`config.mk`:
```
export PLATFORM = sky130hd
export DESIGN_NAME = tx_ramp_seq
export DESIGN_NICKNAME = d
export VERILOG_FILES = /design/src/rtl/txr_pkg.sv /design/src/rtl/txr_step_prescaler.sv /design/src/rtl/txr_gap_counter.sv /design/src/rtl/tx_ramp_seq.sv
export SDC_FILE = /design/constraint.sdc
export NUM_CORES = 1
export LEC_CHECK = 0
export BUFFER_PORTS_ARGS = -buffer_cell sky130_fd_sc_hd__buf_2
export CELL_PAD_IN_SITES_DETAIL_PLACEMENT = 2
export CELL_PAD_IN_SITES_GLOBAL_PLACEMENT = 2
export CORE_ASPECT_RATIO = 0.9
export CORE_MARGIN = 8
export CORE_UTILIZATION = 37
export DETAILED_ROUTE_END_ITERATION = 10
export GPL_TIMING_DRIVEN = 0
export HOLD_SLACK_MARGIN = 0.03
export PLACE_DENSITY_LB_ADDON = 0.1
export SLEW_MARGIN = 20
export SYNTH_ARGS = -nofsm -noshare
export SYNTH_HDL_FRONTEND = slang
export SYNTH_SLANG_ARGS = --single-unit
```
`constraint.sdc`:
```
create_clock -name clk -period 3.55 [get_ports clk]
set_input_delay 0.1775 -clock clk [delete_from_list [all_inputs] [get_ports clk]]
set_output_delay 0.1775 -clock clk [all_outputs]
set_load 0.02 [all_outputs]
```
`src/rtl/txr_pkg.sv`:
```
package txr_pkg;

    typedef enum logic [1:0] {
        ST_IDLE  = 2'd0,
        ST_RAMP1 = 2'd1,
        ST_RAMP2 = 2'd2,
        ST_FULL  = 2'd3
    } ramp_state_e;

    localparam int unsigned GAP_W = 4;

    typedef struct packed {
        logic [GAP_W-1:0] gap;
        logic             slow;
    } ramp_cfg_t;

    function automatic int unsigned step_clocks(input int unsigned base, input logic slow);
        return slow ? base * 2 : base;
    endfunction

endpackage

```
`src/rtl/txr_step_prescaler.sv`:
```
module txr_step_prescaler #(
    parameter int unsigned BASE_DIV = 20
) (
    input  logic clk,
    input  logic rst,
    input  logic clear,
    input  logic slow,
    input  logic run,
    output logic step
);
    localparam int unsigned MAX_DIV = txr_pkg::step_clocks(BASE_DIV, 1'b1);
    localparam int unsigned SUB_W   = $clog2(MAX_DIV);
    localparam logic [SUB_W-1:0] LOAD_FAST = SUB_W'(txr_pkg::step_clocks(BASE_DIV, 1'b0) - 1);
    localparam logic [SUB_W-1:0] LOAD_SLOW = SUB_W'(MAX_DIV - 1);

    logic [SUB_W-1:0] sub_q;
    logic             slow_q;

    assign step = run && (sub_q == '0);

    always_ff @(posedge clk) begin
        if (rst) begin
            sub_q  <= '0;
            slow_q <= 1'b0;
        end else if (clear) begin
            sub_q  <= slow ? LOAD_SLOW : LOAD_FAST;
            slow_q <= slow;
        end else if (run) begin
            if (sub_q == '0)
                sub_q <= slow_q ? LOAD_SLOW : LOAD_FAST;
            else
                sub_q <= sub_q - 1'b1;
        end
    end

    // a step pulse is followed by a full reload, so no step on the next clock
    a_r4_step_spacing: assert property (@(posedge clk) disable iff (rst)
        (step && !clear) |=> !step);

endmodule

```
`src/rtl/txr_gap_counter.sv`:
```
module txr_gap_counter #(
    parameter int unsigned GAP_W = txr_pkg::GAP_W
) (
    input  logic             clk,
    input  logic             rst,
    input  logic             load,
    input  logic             disarm,
    input  logic [GAP_W-1:0] gap,
    input  logic             step,
    output logic             run,
    output logic             expired
);
    logic [GAP_W-1:0] cnt_q;
    logic             armed_q;

    assign run     = armed_q && (cnt_q != '0);
    assign expired = armed_q && (cnt_q == '0);

    always_ff @(posedge clk) begin
        if (rst) begin
            cnt_q   <= '0;
            armed_q <= 1'b0;
        end else if (disarm) begin
            armed_q <= 1'b0;
        end else if (load) begin
            cnt_q   <= gap;
            armed_q <= 1'b1;
        end else if (step && cnt_q != '0) begin
            cnt_q <= cnt_q - 1'b1;
        end
    end

    // a zero gap expires on the following clock
    a_r6_zero_gap: assert property (@(posedge clk) disable iff (rst)
        (load && !disarm && gap == '0) |=> expired);

    // without a step pulse the remaining count does not move
    a_r3_hold_between_steps: assert property (@(posedge clk) disable iff (rst)
        (run && !step && !load && !disarm) |=> (run && $stable(cnt_q)));

endmodule

```
`src/rtl/tx_ramp_seq.sv`:
```
module tx_ramp_seq #(
    parameter int unsigned BASE_DIV = 20,
    parameter int unsigned GAP_W    = txr_pkg::GAP_W
) (
    input  logic             clk,
    input  logic             rst,
    input  logic             tx_req,
    input  logic [GAP_W-1:0] gap_first,
    input  logic [GAP_W-1:0] gap_second,
    input  logic             slow_step,
    output logic             tx_cmd_en,
    output logic             tx_pwr_en,
    output logic             tx_stage3_en,
    output logic             ramp_ready
);
    import txr_pkg::*;

    ramp_state_e      state_q, state_d;
    ramp_cfg_t        cfg_q;
    logic             start, load, disarm;
    logic             step, run, expired;
    logic [GAP_W-1:0] load_gap;
    logic             load_slow;

    assign start     = (state_q == ST_IDLE) && tx_req;
    assign load      = start || (state_q == ST_RAMP1 && expired && tx_req);
    assign disarm    = !tx_req || (state_q == ST_RAMP2 && expired);
    assign load_gap  = start ? gap_first : cfg_q.gap;
    assign load_slow = start ? slow_step : cfg_q.slow;

    txr_step_prescaler #(.BASE_DIV(BASE_DIV)) u_presc (
        .clk   (clk),
        .rst   (rst),
        .clear (load),
        .slow  (load_slow),
        .run   (run),
        .step  (step)
    );

    txr_gap_counter #(.GAP_W(GAP_W)) u_gap (
        .clk     (clk),
        .rst     (rst),
        .load    (load),
        .disarm  (disarm),
        .gap     (load_gap),
        .step    (step),
        .run     (run),
        .expired (expired)
    );

    always_comb begin
        state_d = state_q;
        if (!tx_req) begin
            state_d = ST_IDLE;
        end else begin
            unique case (state_q)
                ST_IDLE:  state_d = ST_RAMP1;
                ST_RAMP1: if (expired) state_d = ST_RAMP2;
                ST_RAMP2: if (expired) state_d = ST_FULL;
                ST_FULL:  state_d = ST_FULL;
                default:  state_d = ST_IDLE;
            endcase
        end
    end

    always_ff @(posedge clk) begin
        if (rst) begin
            state_q <= ST_IDLE;
            cfg_q   <= '0;
        end else begin
            state_q <= state_d;
            if (start) begin
                cfg_q.gap  <= gap_second;
                cfg_q.slow <= slow_step;
            end
        end
    end

    assign tx_cmd_en    = tx_req && (state_q != ST_IDLE);
    assign tx_pwr_en    = tx_req && (state_q == ST_RAMP2 || state_q == ST_FULL);
    assign tx_stage3_en = tx_req && (state_q == ST_FULL);
    assign ramp_ready   = tx_stage3_en;

    // an accepted request leaves idle on the next edge
    a_r2_start: assert property (@(posedge clk) disable iff (rst)
        start |=> (state_q == ST_RAMP1));

    // a released request always lands in idle
    a_r8_release: assert property (@(posedge clk) disable iff (rst)
        !tx_req |=> (state_q == ST_IDLE));

    // stages nest
    a_r10_nesting: assert property (@(posedge clk) disable iff (rst)
        (tx_pwr_en |-> tx_cmd_en) and (tx_stage3_en |-> tx_pwr_en));

    // latched configuration is stable once the ramp is running
    a_r7_cfg_hold: assert property (@(posedge clk) disable iff (rst)
        (state_q != ST_IDLE && $past(state_q) != ST_IDLE) |-> $stable(cfg_q));

endmodule

```
==> results of run 1 <==
-- worst reg2reg max path, stage by stage (launching register included) --
cell and delay [ns]:
dfxtp_1 0.40, inv_1 0.11, ha_1 0.26, nand4bb_1 0.25, a21oi_2 0.19, or2_2 0.38, a311oi_1 0.28
-- Yosys cell counts (all sizes together), types with 4 or more instances --
cell type / n
a211oi: 6
ha: 4
nand2: 17
buf: 5
nand3: 4
o21ai: 8
nor3: 9
a21oi: 17
inv: 5
nor2: 5
dfxtp: 19
clkbuf: 4
-- registers in the layout, indices dropped and copies added (netlist names) --
register	cells
cfg_q	5
state_q	2
u_gap.armed_q	1
u_gap.cnt_q	4
u_presc.slow_q	1
u_presc.sub_q	6
-- worst min-delay path by stage --
stage                                         end  depth (start not counted)     startpoint  slack (ns)
finish                u_gap.cnt_q[2]$_SDFFE_PP0P_                          2            rst        0.15
detailed placement          cfg_q[3]$_SDFFE_PP0N_                          3  gap_second[2]        0.43
floorplan                   cfg_q[4]$_SDFFE_PP0N_                          2  gap_second[3]        0.31
global placement            cfg_q[3]$_SDFFE_PP0N_                          3  gap_second[2]        0.42
global route        u_presc.sub_q[2]$_SDFFE_PP0P_                          2            rst        0.15
CTS                         cfg_q[3]$_SDFFE_PP0N_                          3  gap_second[2]        0.14
-- through the flow --
stage,setup slack [ns],hold slack [ns],cells
final,1.58,0.152,212
after global routing,1.44,0.151,212
after CTS,1.60,0.141,212
after detailed placement,1.62,0.428,208
after global placement,1.70,0.417,208
after floorplan,1.95,0.313,150
-- power breakdown --
group | leakage [nW] | switching [mW] | internal, mW | total, mW
Sequential | 0.157 | 0.0197 | 0.231 | 0.250
Clock | 0.0255 | 0.0770 | 0.0782 | 0.155
Combinational | 0.379 | 0.101 | 0.0777 | 0.179
Total | 0.562 | 0.198 | 0.386 | 0.584
-- layer usage --
layer,part of all wire,wire (µm)
met5,0,0
met2,0.49,1890
met1,0.47,1810
met3,0.030,116
met4,0.0068,26
-- cell families after synthesis --
kind of cell	Yosys count	share of synthesized area
compound gates	47	0.248
xor+xnor	2	0.0138
simple gates	61	0.300
fa+ha+maj	4	0.0395
flops	19	0.300
buf+inv	14	0.0741
mux	3	0.0237
-- final cells by class --
| cell class | instances | area, µm² |
|---|---|---|
| Buffer | 9 | 75.1 |
| Multi-Input combinational cell | 117 | 792 |
| Sequential cell | 19 | 380 |
| Timing Repair Buffer | 14 | 70.1 |
| Fill cell | 393 | 1890 |
| Clock buffer | 3 | 41.3 |
| Inverter | 5 | 18.8 |
| Tap cell | 44 | 55.1 |
| Clock inverter | 1 | 5.00 |
==> results_dict.tcl, run 1 <==
set metrics [dict create \
    status "completed" \
    grt_usage 0.147 \
    fmax_mhz 508 \
    grt_setup_unrepaired "false" \
    area_growth_pct 13.5 \
    setup_tns_ns 0 \
    die_area_um2 5550 \
    cts.repair.resized 0 \
    syn_inst 150 \
    slew_viol_final 0 \
    yosys-top-cells-area "dfxtp_1 (30%), a21oi_1 (6.3%), nand2_1 (5.0%), ha_1 (4.0%), nor3_1 (3.6%)" \
    cp_data_required_time_ns 3.72 \
    grt_first_pass_wirelength_um 6540 \
    arrival_ns 2.14 \
    hold_buffers 0 \
    grtUsageMet2 0.247 \
    clockBufferDepth 2 \
    drt_pass1_iterations 4 \
    hold_class "in -> reg" \
    synth-edff-count 0 \
    hold_viol_final 0 \
    grt_overflow 0 \
    critical-path-slowest-cell "dfxtp_1" \
    htreeDepth 1 \
    setup_violations 0 \
    io_buffers 14 \
    post-route-util 0.432 \
    fin_crit_ns 1.97 \
    cp-start-kind "flip-flop" \
    ir_worst_vdd_mv 0.207 \
    stdcell_area_um2 1440 \
    cts_tree "done" \
    cp_num_cells 6 \
    path_class "reg -> reg" \
    synth-seq-area-share 0.300 \
    ant_nets 0 \
    cp_max_fo 9 \
    drt_iter0_markers 32 \
    clock-root-buffer "clkbuf_8" \
    drc 0 \
    synth_top_area_frac 0.300 \
    syn-num-nets 166 \
    final_cell_mix "dfxtp_1 (19), nand2_1 (17), a21oi_1 (16)" \
    power_mw 0.584 \
    place_area_um2 1390 \
    final_common_cell "dfxtp_1" \
    dp_hpwl_um 3040 \
    vias 1201 \
    gp_congestion 0.801 \
    ys_async_sr_fraction 0 \
    cp-startpoint "u_gap.cnt_q[0]$_SDFFE_PP0P_" \
    synth_top_area_cell "dfxtp_1" \
    dieHeight_um 71.5 \
    period_share 0.555 \
    use_met3 0.0425 \
    clk_pin_slew_worst_paths_ns 0.08 \
    crit_family "simple AND/OR/NAND/NOR gates" \
    num_io_pins 16 \
    num_rows 20 \
    coreArea_um2 3330 \
    slew_headroom 0.607 \
    post_cts_buffers 0 \
    synthFlopType "dfxtp_1" \
    antenna_found_initial 0 \
    grt_pass1_vias 1333 \
    die_w_um 77.7 \
    yosysWarnings 0 \
    grt_util_met1 0.176 \
    numCtsBuffers 3 \
    fin_skew_ns 0.00423 \
    path_buf_inv 1 \
    reg2reg_depth 6 \
    syn_area_per_cell_um2 8.44 \
    via_per_inst 5.67 \
    cp_cell_sequence "inv_1 > ha_1 > nand4bb_1 > a21oi_2 > or2_2 > a311oi_1" \
    regToRegSetupSlack_ns 1.58 \
    insertion_delay_ns 0.26 \
    initial_utilization 0.380 \
    r2r-end "u_gap.cnt_q[3]$_SDFFE_PP0P_" \
    r2r-start "u_gap.cnt_q[0]$_SDFFE_PP0P_" \
    p_leak_nw 0.562 \
    netlist_area_um2 1270 \
    ys_types 52 \
    n_antenna_cell 0 \
    grt_max_degree 12 \
    worstMarginPinSlew_ns 0.586 \
    ys_ff_latch 19 \
    fin_nets 185 \
    crit_path_end_kind "flip-flop" \
    cap_violations 0 \
    wl_um 3840 \
    slowest_delay_ns 0.40 \
    timing.critical_path.to "u_gap.cnt_q[3]$_SDFFE_PP0P_" \
    cts.sinks 19 \
    wl_per_cell_um 18.1 \
    p_per_area_nw_per_um2 406 \
    grt.busiest_layer "met2" \
    layout-drive-gt1-share 0.232 \
]
Power figures use the tool's default switching activity.
==> run 2, diff against run 1 <==
--- a/config.mk
+++ b/config.mk
@@ -5,12 +5,13 @@
 export SDC_FILE = /design/constraint.sdc
 export NUM_CORES = 1
 export LEC_CHECK = 0
+export ABC_AREA = 1
 export BUFFER_PORTS_ARGS = -buffer_cell sky130_fd_sc_hd__buf_2
 export CELL_PAD_IN_SITES_DETAIL_PLACEMENT = 2
 export CELL_PAD_IN_SITES_GLOBAL_PLACEMENT = 2
 export CORE_ASPECT_RATIO = 0.9
 export CORE_MARGIN = 8
-export CORE_UTILIZATION = 37
+export CORE_UTILIZATION = 27
 export DETAILED_ROUTE_END_ITERATION = 10
 export GPL_TIMING_DRIVEN = 0
 export HOLD_SLACK_MARGIN = 0.03
==> constraint.sdc (replaced) <==
create_clock -name clk -period 1.8 [get_ports clk]
set_input_delay 0.09 -clock clk [delete_from_list [all_inputs] [get_ports clk]]
set_output_delay 0.09 -clock clk [all_outputs]
set_load 0.02 [all_outputs]
==> run 2 against run 1 <==
Net effect:
- die area is 22% higher
- maximum frequency increased by 20%
- synthesized cell count grew 21%
- utilization down 11 points
- critical path type unchanged
==> results_dict.tcl, run 2 <==
set metrics [dict create \
    status "completed" \
    setup_slack_ns 0.156 \
    critPathMostFrequentCell "nor2_1" \
    antenna_found_initial 0 \
    p_leak_nw 0.713 \
    synth-edff-count 0 \
    fin_crit_ns 1.64 \
    fmax_mhz 608 \
    grt_overflow 0 \
    place_area_um2 1350 \
    ys_top_cells_by_count "nand2_1 (51), nor2_1 (26), dfxtp_1 (19)" \
    insertion_delay_ns 0.26 \
    cp_cell_sequence "inv_1 > ha_1 > nand2_1 > nor2_2 > nand4_4 > nand3_2 > nand2_4 > nor2_1 > nor2_1" \
    largest_reg_flops 6 \
    dieHeight_um 79.0 \
    clock-root-buffer "clkbuf_8" \
    cp_data_required_time_ns 1.96 \
    synth_top_area_frac 0.319 \
    post_cts_buffers 0 \
    critical-path-slowest-cell "dfxtp_1" \
    hold_viol_final 0 \
    cp_max_fo 8 \
    slew_viol_final 0 \
    n_antenna_cell 0 \
    cts.repair.resized 0 \
    vias 1194 \
    reg_top3 "u_presc.sub_q: 6 flops, cfg_q: 5 flops, u_gap.cnt_q: 4 flops" \
    num_io_pins 16 \
    cap_violations 0 \
    cts_tree "done" \
    ys_ff_latch 19 \
    worstMarginPinSlew_ns 0.538 \
    gp_congestion 0.767 \
    slew_headroom 0.641 \
    numCtsBuffers 3 \
    synth-seq-area-share 0.319 \
    ys_types 26 \
    grt_setup_unrepaired "false" \
    initial_utilization 0.274 \
    drt_pass1_iterations 4 \
    clk_pin_slew_worst_paths_ns 0.08 \
    final_common_cell "nand2_1" \
    via_per_inst 4.54 \
    stdcell_area_um2 1410 \
    netlist_area_um2 1190 \
    coreArea_um2 4350 \
    drc 0 \
    path_buf_inv 1 \
    yosysWarnings 0 \
    arrival_ns 1.81 \
    htreeDepth 1 \
    regMostFlops "u_presc.sub_q" \
    grt_usage 0.115 \
    final_cell_mix "nand2_1 (51), nor2_1 (25), dfxtp_1 (19)" \
    yosys-top-cells-area "dfxtp_1 (32%), nand2_1 (16%), nor2_1 (8.2%), nand3_1 (5.9%), inv_1 (5.7%)" \
    period_share 0.914 \
    fin_nets 218 \
    dp_hpwl_um 2850 \
    wl_um 3550 \
    synthFlopType "dfxtp_1" \
    wl_per_cell_um 13.5 \
    fin_skew_ns 0.00692 \
    num_rows 23 \
    die_area_um2 6800 \
    slowest_delay_ns 0.30 \
    p_per_area_nw_per_um2 763 \
    drt_iter0_markers 11 \
    crit_path_end_kind "flip-flop" \
    synth_top_area_cell "dfxtp_1" \
    syn_area_per_cell_um2 6.55 \
    dp_slack_ns 0.0884 \
    ys_async_sr_fraction 0 \
    setup_tns_ns 0 \
    io_buffers 15 \
    path_class "reg -> reg" \
    crit_family "simple AND/OR/NAND/NOR gates" \
    ant_nets 0 \
    layout-drive-gt1-share 0.229 \
    clockBufferDepth 2 \
    area_growth_pct 18.4 \
    syn_inst 182 \
    grt_first_pass_wirelength_um 6230 \
    cts.sinks 19 \
    cp-start-kind "flip-flop" \
    setup_violations 0 \
    grt_max_degree 12 \
    grt_pass1_vias 1362 \
    hold_class "in -> reg" \
    ir_worst_vdd_mv 0.363 \
    synth.most_common_cell "nand2_1" \
    hold_buffers 0 \
    die_w_um 86.1 \
    syn-num-nets 198 \
]
-- run 2: final timing paths --
path                                               endpoint  depth (start not counted)                         from  slack (ns)
worst max register to register  u_gap.cnt_q[3]$_SDFFE_PP0P_                          9  u_gap.cnt_q[0]$_SDFFE_PP0P_        0.16
worst min register to register        cfg_q[3]$_SDFFE_PP0N_                          2        cfg_q[3]$_SDFFE_PP0N_        0.48
worst min-delay path                  cfg_q[1]$_SDFFE_PP0N_                          3                gap_second[0]        0.07
worst max-delay path            u_gap.cnt_q[3]$_SDFFE_PP0P_                          9  u_gap.cnt_q[0]$_SDFFE_PP0P_        0.16
-- run 2: tightest hold or removal path: stages --
cell and delay, ns:
buf_2 0.09, nand2_1 0.05, a21oi_1 0.05
-- run 2: cells by family (layout without fill, tap and decap cells) --
| group | after synthesis | in the layout | synth area share |
|---|---|---|---|
| DFF | 19 | 19 | 0.319 |
| and+or+nand+nor | 110 | 110 | 0.434 |
| adders and majority gates | 4 | 4 | 0.0420 |
| AOI/OAI and AO/OA | 20 | 20 | 0.0934 |
| xor gates and xnor gates | 2 | 2 | 0.0147 |
| buffers and inverters | 27 | 46 | 0.0965 |
-- run 2: area by class of cell --
| cell class | instances | area [µm²] |
|---|---|---|
| fill | 547 | 2930 |
| tap | 62 | 77.6 |
| multi-input combinational | 136 | 717 |
| sequential | 19 | 380 |
| inverter | 24 | 92.6 |
| timing repair buffer | 15 | 75.1 |
| clock buffer | 3 | 41.3 |
| buffer | 3 | 22.5 |
| clock inverter | 1 | 5.00 |
-- run 2: metrics by stage --
stage / std cells / util / hold WS [ns] / power (mW)
after global placement: 259 / 0.310 / 0.340 / 0.755
after global routing: 263 / 0.325 / 0.0673 / 1.17
after CTS: 263 / 0.320 / 0.0609 / 1.10
after detailed placement: 259 / 0.310 / 0.350 / 0.771
final: 263 / 0.325 / 0.0696 / 1.08
after floorplan: 182 / - / 0.231 / 0.689
-- run 2: per-layer routing --
layer	share of wire	track usage
met2	0.54	0.221
met3	0.026	0.0278
met1	0.43	0.122
met4	0.0070	0.0262
met5	0	0
-- run 2: where the power goes --
part           leakage (nW)  internal, mW  switching [mW]
sequential            0.156         0.451          0.0235
clock                0.0255         0.154           0.162
combinational         0.531         0.104           0.182
total                 0.713         0.709           0.368
==> run 3, diff against run 2 <==
--- a/config.mk
+++ b/config.mk
@@ -6,7 +6,7 @@
 export NUM_CORES = 1
 export LEC_CHECK = 0
 export ABC_AREA = 1
-export BUFFER_PORTS_ARGS = -buffer_cell sky130_fd_sc_hd__buf_2
+export BUFFER_PORTS_ARGS = -buffer_cell sky130_fd_sc_hd__clkbuf_2
 export CELL_PAD_IN_SITES_DETAIL_PLACEMENT = 2
 export CELL_PAD_IN_SITES_GLOBAL_PLACEMENT = 2
 export CORE_ASPECT_RATIO = 0.9
==> run 3 against run 2 <==
Net effect:
- non-clock buffer count is the same
- wire length increased by 1.5%
- via count shrank 1.3%
- sequential share of layout area rose by 0.14 points
- clock skew down 0.0020 ns
- final area decreased by 0.53%
- critical path depth increased by 2
- die area unchanged
- largest power group unchanged
- highest routed layer unchanged
==> results_dict.tcl, run 3 (synthesis gave the netlist of run 2 again) <==
set metrics [dict create \
    dieHeight_um 79.0 \
    drc 0 \
    hold_buffers 0 \
    regToRegSetupSlack_ns 0.21 \
    grt_usage 0.119 \
    grtUsageMet2 0.211 \
    io_buffers 15 \
    grt_setup_unrepaired "false" \
    final_common_cell "nand2_1" \
    path_buf_inv 2 \
    grt_max_degree 12 \
    critical-path-slowest-cell "dfxtp_1" \
    cts_tree "done" \
    worstMarginPinSlew_ns 0.525 \
    cp-startpoint "u_gap.cnt_q[1]$_SDFFE_PP0P_" \
    wl_um 3610 \
    slew_headroom 0.650 \
    gp_congestion 0.766 \
    fin_skew_ns 0.00488 \
    p_leak_nw 0.711 \
    fmax_mhz 629 \
    grt_first_pass_wirelength_um 6400 \
    layout-drive-gt1-share 0.234 \
    numCtsBuffers 3 \
    ir_worst_vdd_mv 0.288 \
    crit_path_end_kind "flip-flop" \
    wl_per_cell_um 13.7 \
    die_area_um2 6800 \
    path_class "reg -> reg" \
    cp-start-kind "flip-flop" \
    dp.cells 259 \
    clockBufferDepth 2 \
    grt.busiest_layer "met2" \
    hp-start "gap_second[2]" \
    grt_overflow 0 \
    fin_crit_ns 1.59 \
    critPathMostFrequentCell "nand2_2" \
    ant_nets 0 \
    status "completed" \
    coreArea_um2 4350 \
    multi_input_area_um2 709 \
    seq_area_um2 380 \
    grt_pass1_vias 1323 \
    final_cell_mix "nand2_1 (51), nor2_1 (25), dfxtp_1 (19)" \
    setup_violations 0 \
    setup_tns_ns 0 \
    vias 1179 \
    cap_violations 0 \
    p_per_area_nw_per_um2 764 \
    largest_reg_flops 6 \
    hold_class "in -> reg" \
    slowest_delay_ns 0.30 \
    num_io_pins 16 \
    fillers 543 \
    clk_pin_slew_worst_paths_ns 0.08 \
    clock-root-buffer "clkbuf_8" \
    insertion_delay_ns 0.26 \
    fin_cells 263 \
    cp_cell_sequence "inv_1 > ha_1 > nand2_2 > nand2_2 > inv_2 > nand2_2 > nand3_2 > nand2_4 > nand2_1 > nand2_1 > nor2_1" \
    cp_data_required_time_ns 1.96 \
    period_share 0.883 \
    stdcell_area_um2 1400 \
    num_rows 23 \
    slew_viol_final 0 \
    place_area_um2 1350 \
    regMostFlops "u_presc.sub_q" \
    dp_hpwl_um 2840 \
    area_growth_pct 17.7 \
    drt_pass1_iterations 3 \
    drt_iter0_markers 24 \
    post-route-util 0.323 \
    hold_viol_final 0 \
    fin_nets 218 \
    crit_family "simple AND/OR/NAND/NOR gates" \
    n_antenna_cell 0 \
    htreeDepth 1 \
    arrival_ns 1.75 \
    cts.sinks 19 \
    grt_util_met1 0.138 \
    use_met3 0.0206 \
    via_per_inst 4.48 \
    initial_utilization 0.274 \
    post_cts_buffers 0 \
    r2r-start "u_gap.cnt_q[1]$_SDFFE_PP0P_" \
    cts.repair.resized 0 \
    reg_top3 "u_presc.sub_q: 6 flops, cfg_q: 5 flops, u_gap.cnt_q: 4 flops" \
    antenna_found_initial 0 \
    die_w_um 86.1 \
    cp_max_fo 8 \
]
[run 3: changes by cell type in the layout (fill, tap and decap cells not counted)]
cell / previous run / this run
nand3_2: 1 / 2
buf_2: 15 / 0
inv_2: 4 / 5
nand3_4: 1 / 0
inv_1: 18 / 17
clkbuf_2: 0 / 15
[run 3: worst paths after layout]
check	endpoint	cells past startpoint
max	u_gap.cnt_q[3]$_SDFFE_PP0P_	11
min reg2reg	cfg_q[3]$_SDFFE_PP0N_	2
min	cfg_q[3]$_SDFFE_PP0N_	3
max reg2reg	u_gap.cnt_q[3]$_SDFFE_PP0P_	11
[run 3: cell type report]
class                           instances  share of cell area
Clock inverter                          1             0.00357
Buffer                                  3              0.0160
Tap cell                               62              0.0553
Inverter                               24              0.0660
Sequential cell                        19               0.271
Clock buffer                            3              0.0294
Multi-Input combinational cell        136               0.505
Timing Repair Buffer                   15              0.0535
[run 3: metrics by stage]
stage               setup WS [ns]  power (mW)  hold slack (ns)
global placement            0.154       0.756            0.322
CTS                        0.0655        1.10           0.0494
global route               0.0217        1.16           0.0472
floorplan                   0.408       0.689            0.231
finish                      0.211        1.07           0.0562
detailed placement         0.0968       0.771            0.342
[run 3: report_power, final]
group / total [mW] / switching [mW] / internal [mW]
sequential: 0.474 / 0.0239 / 0.451
combinational: 0.284 / 0.181 / 0.103
clock: 0.314 / 0.160 / 0.154
[run 3: per-layer routing]
metal  vias up  wire length, µm
met5         -                0
met1       561             1650
met3         4               62
met4         0               47
li1        608                -
met2         6             1850
[run 3: worst reg2reg max path, stage by stage (launching register included)]
cell     delay [ns]
dfxtp_1        0.30
inv_1          0.13
ha_1           0.23
nand2_2        0.10
nand2_2        0.15
inv_2          0.08
nand2_2        0.10
nand3_2        0.11
nand2_4        0.12
nand2_1        0.06
nand2_1        0.06
nor2_1         0.05
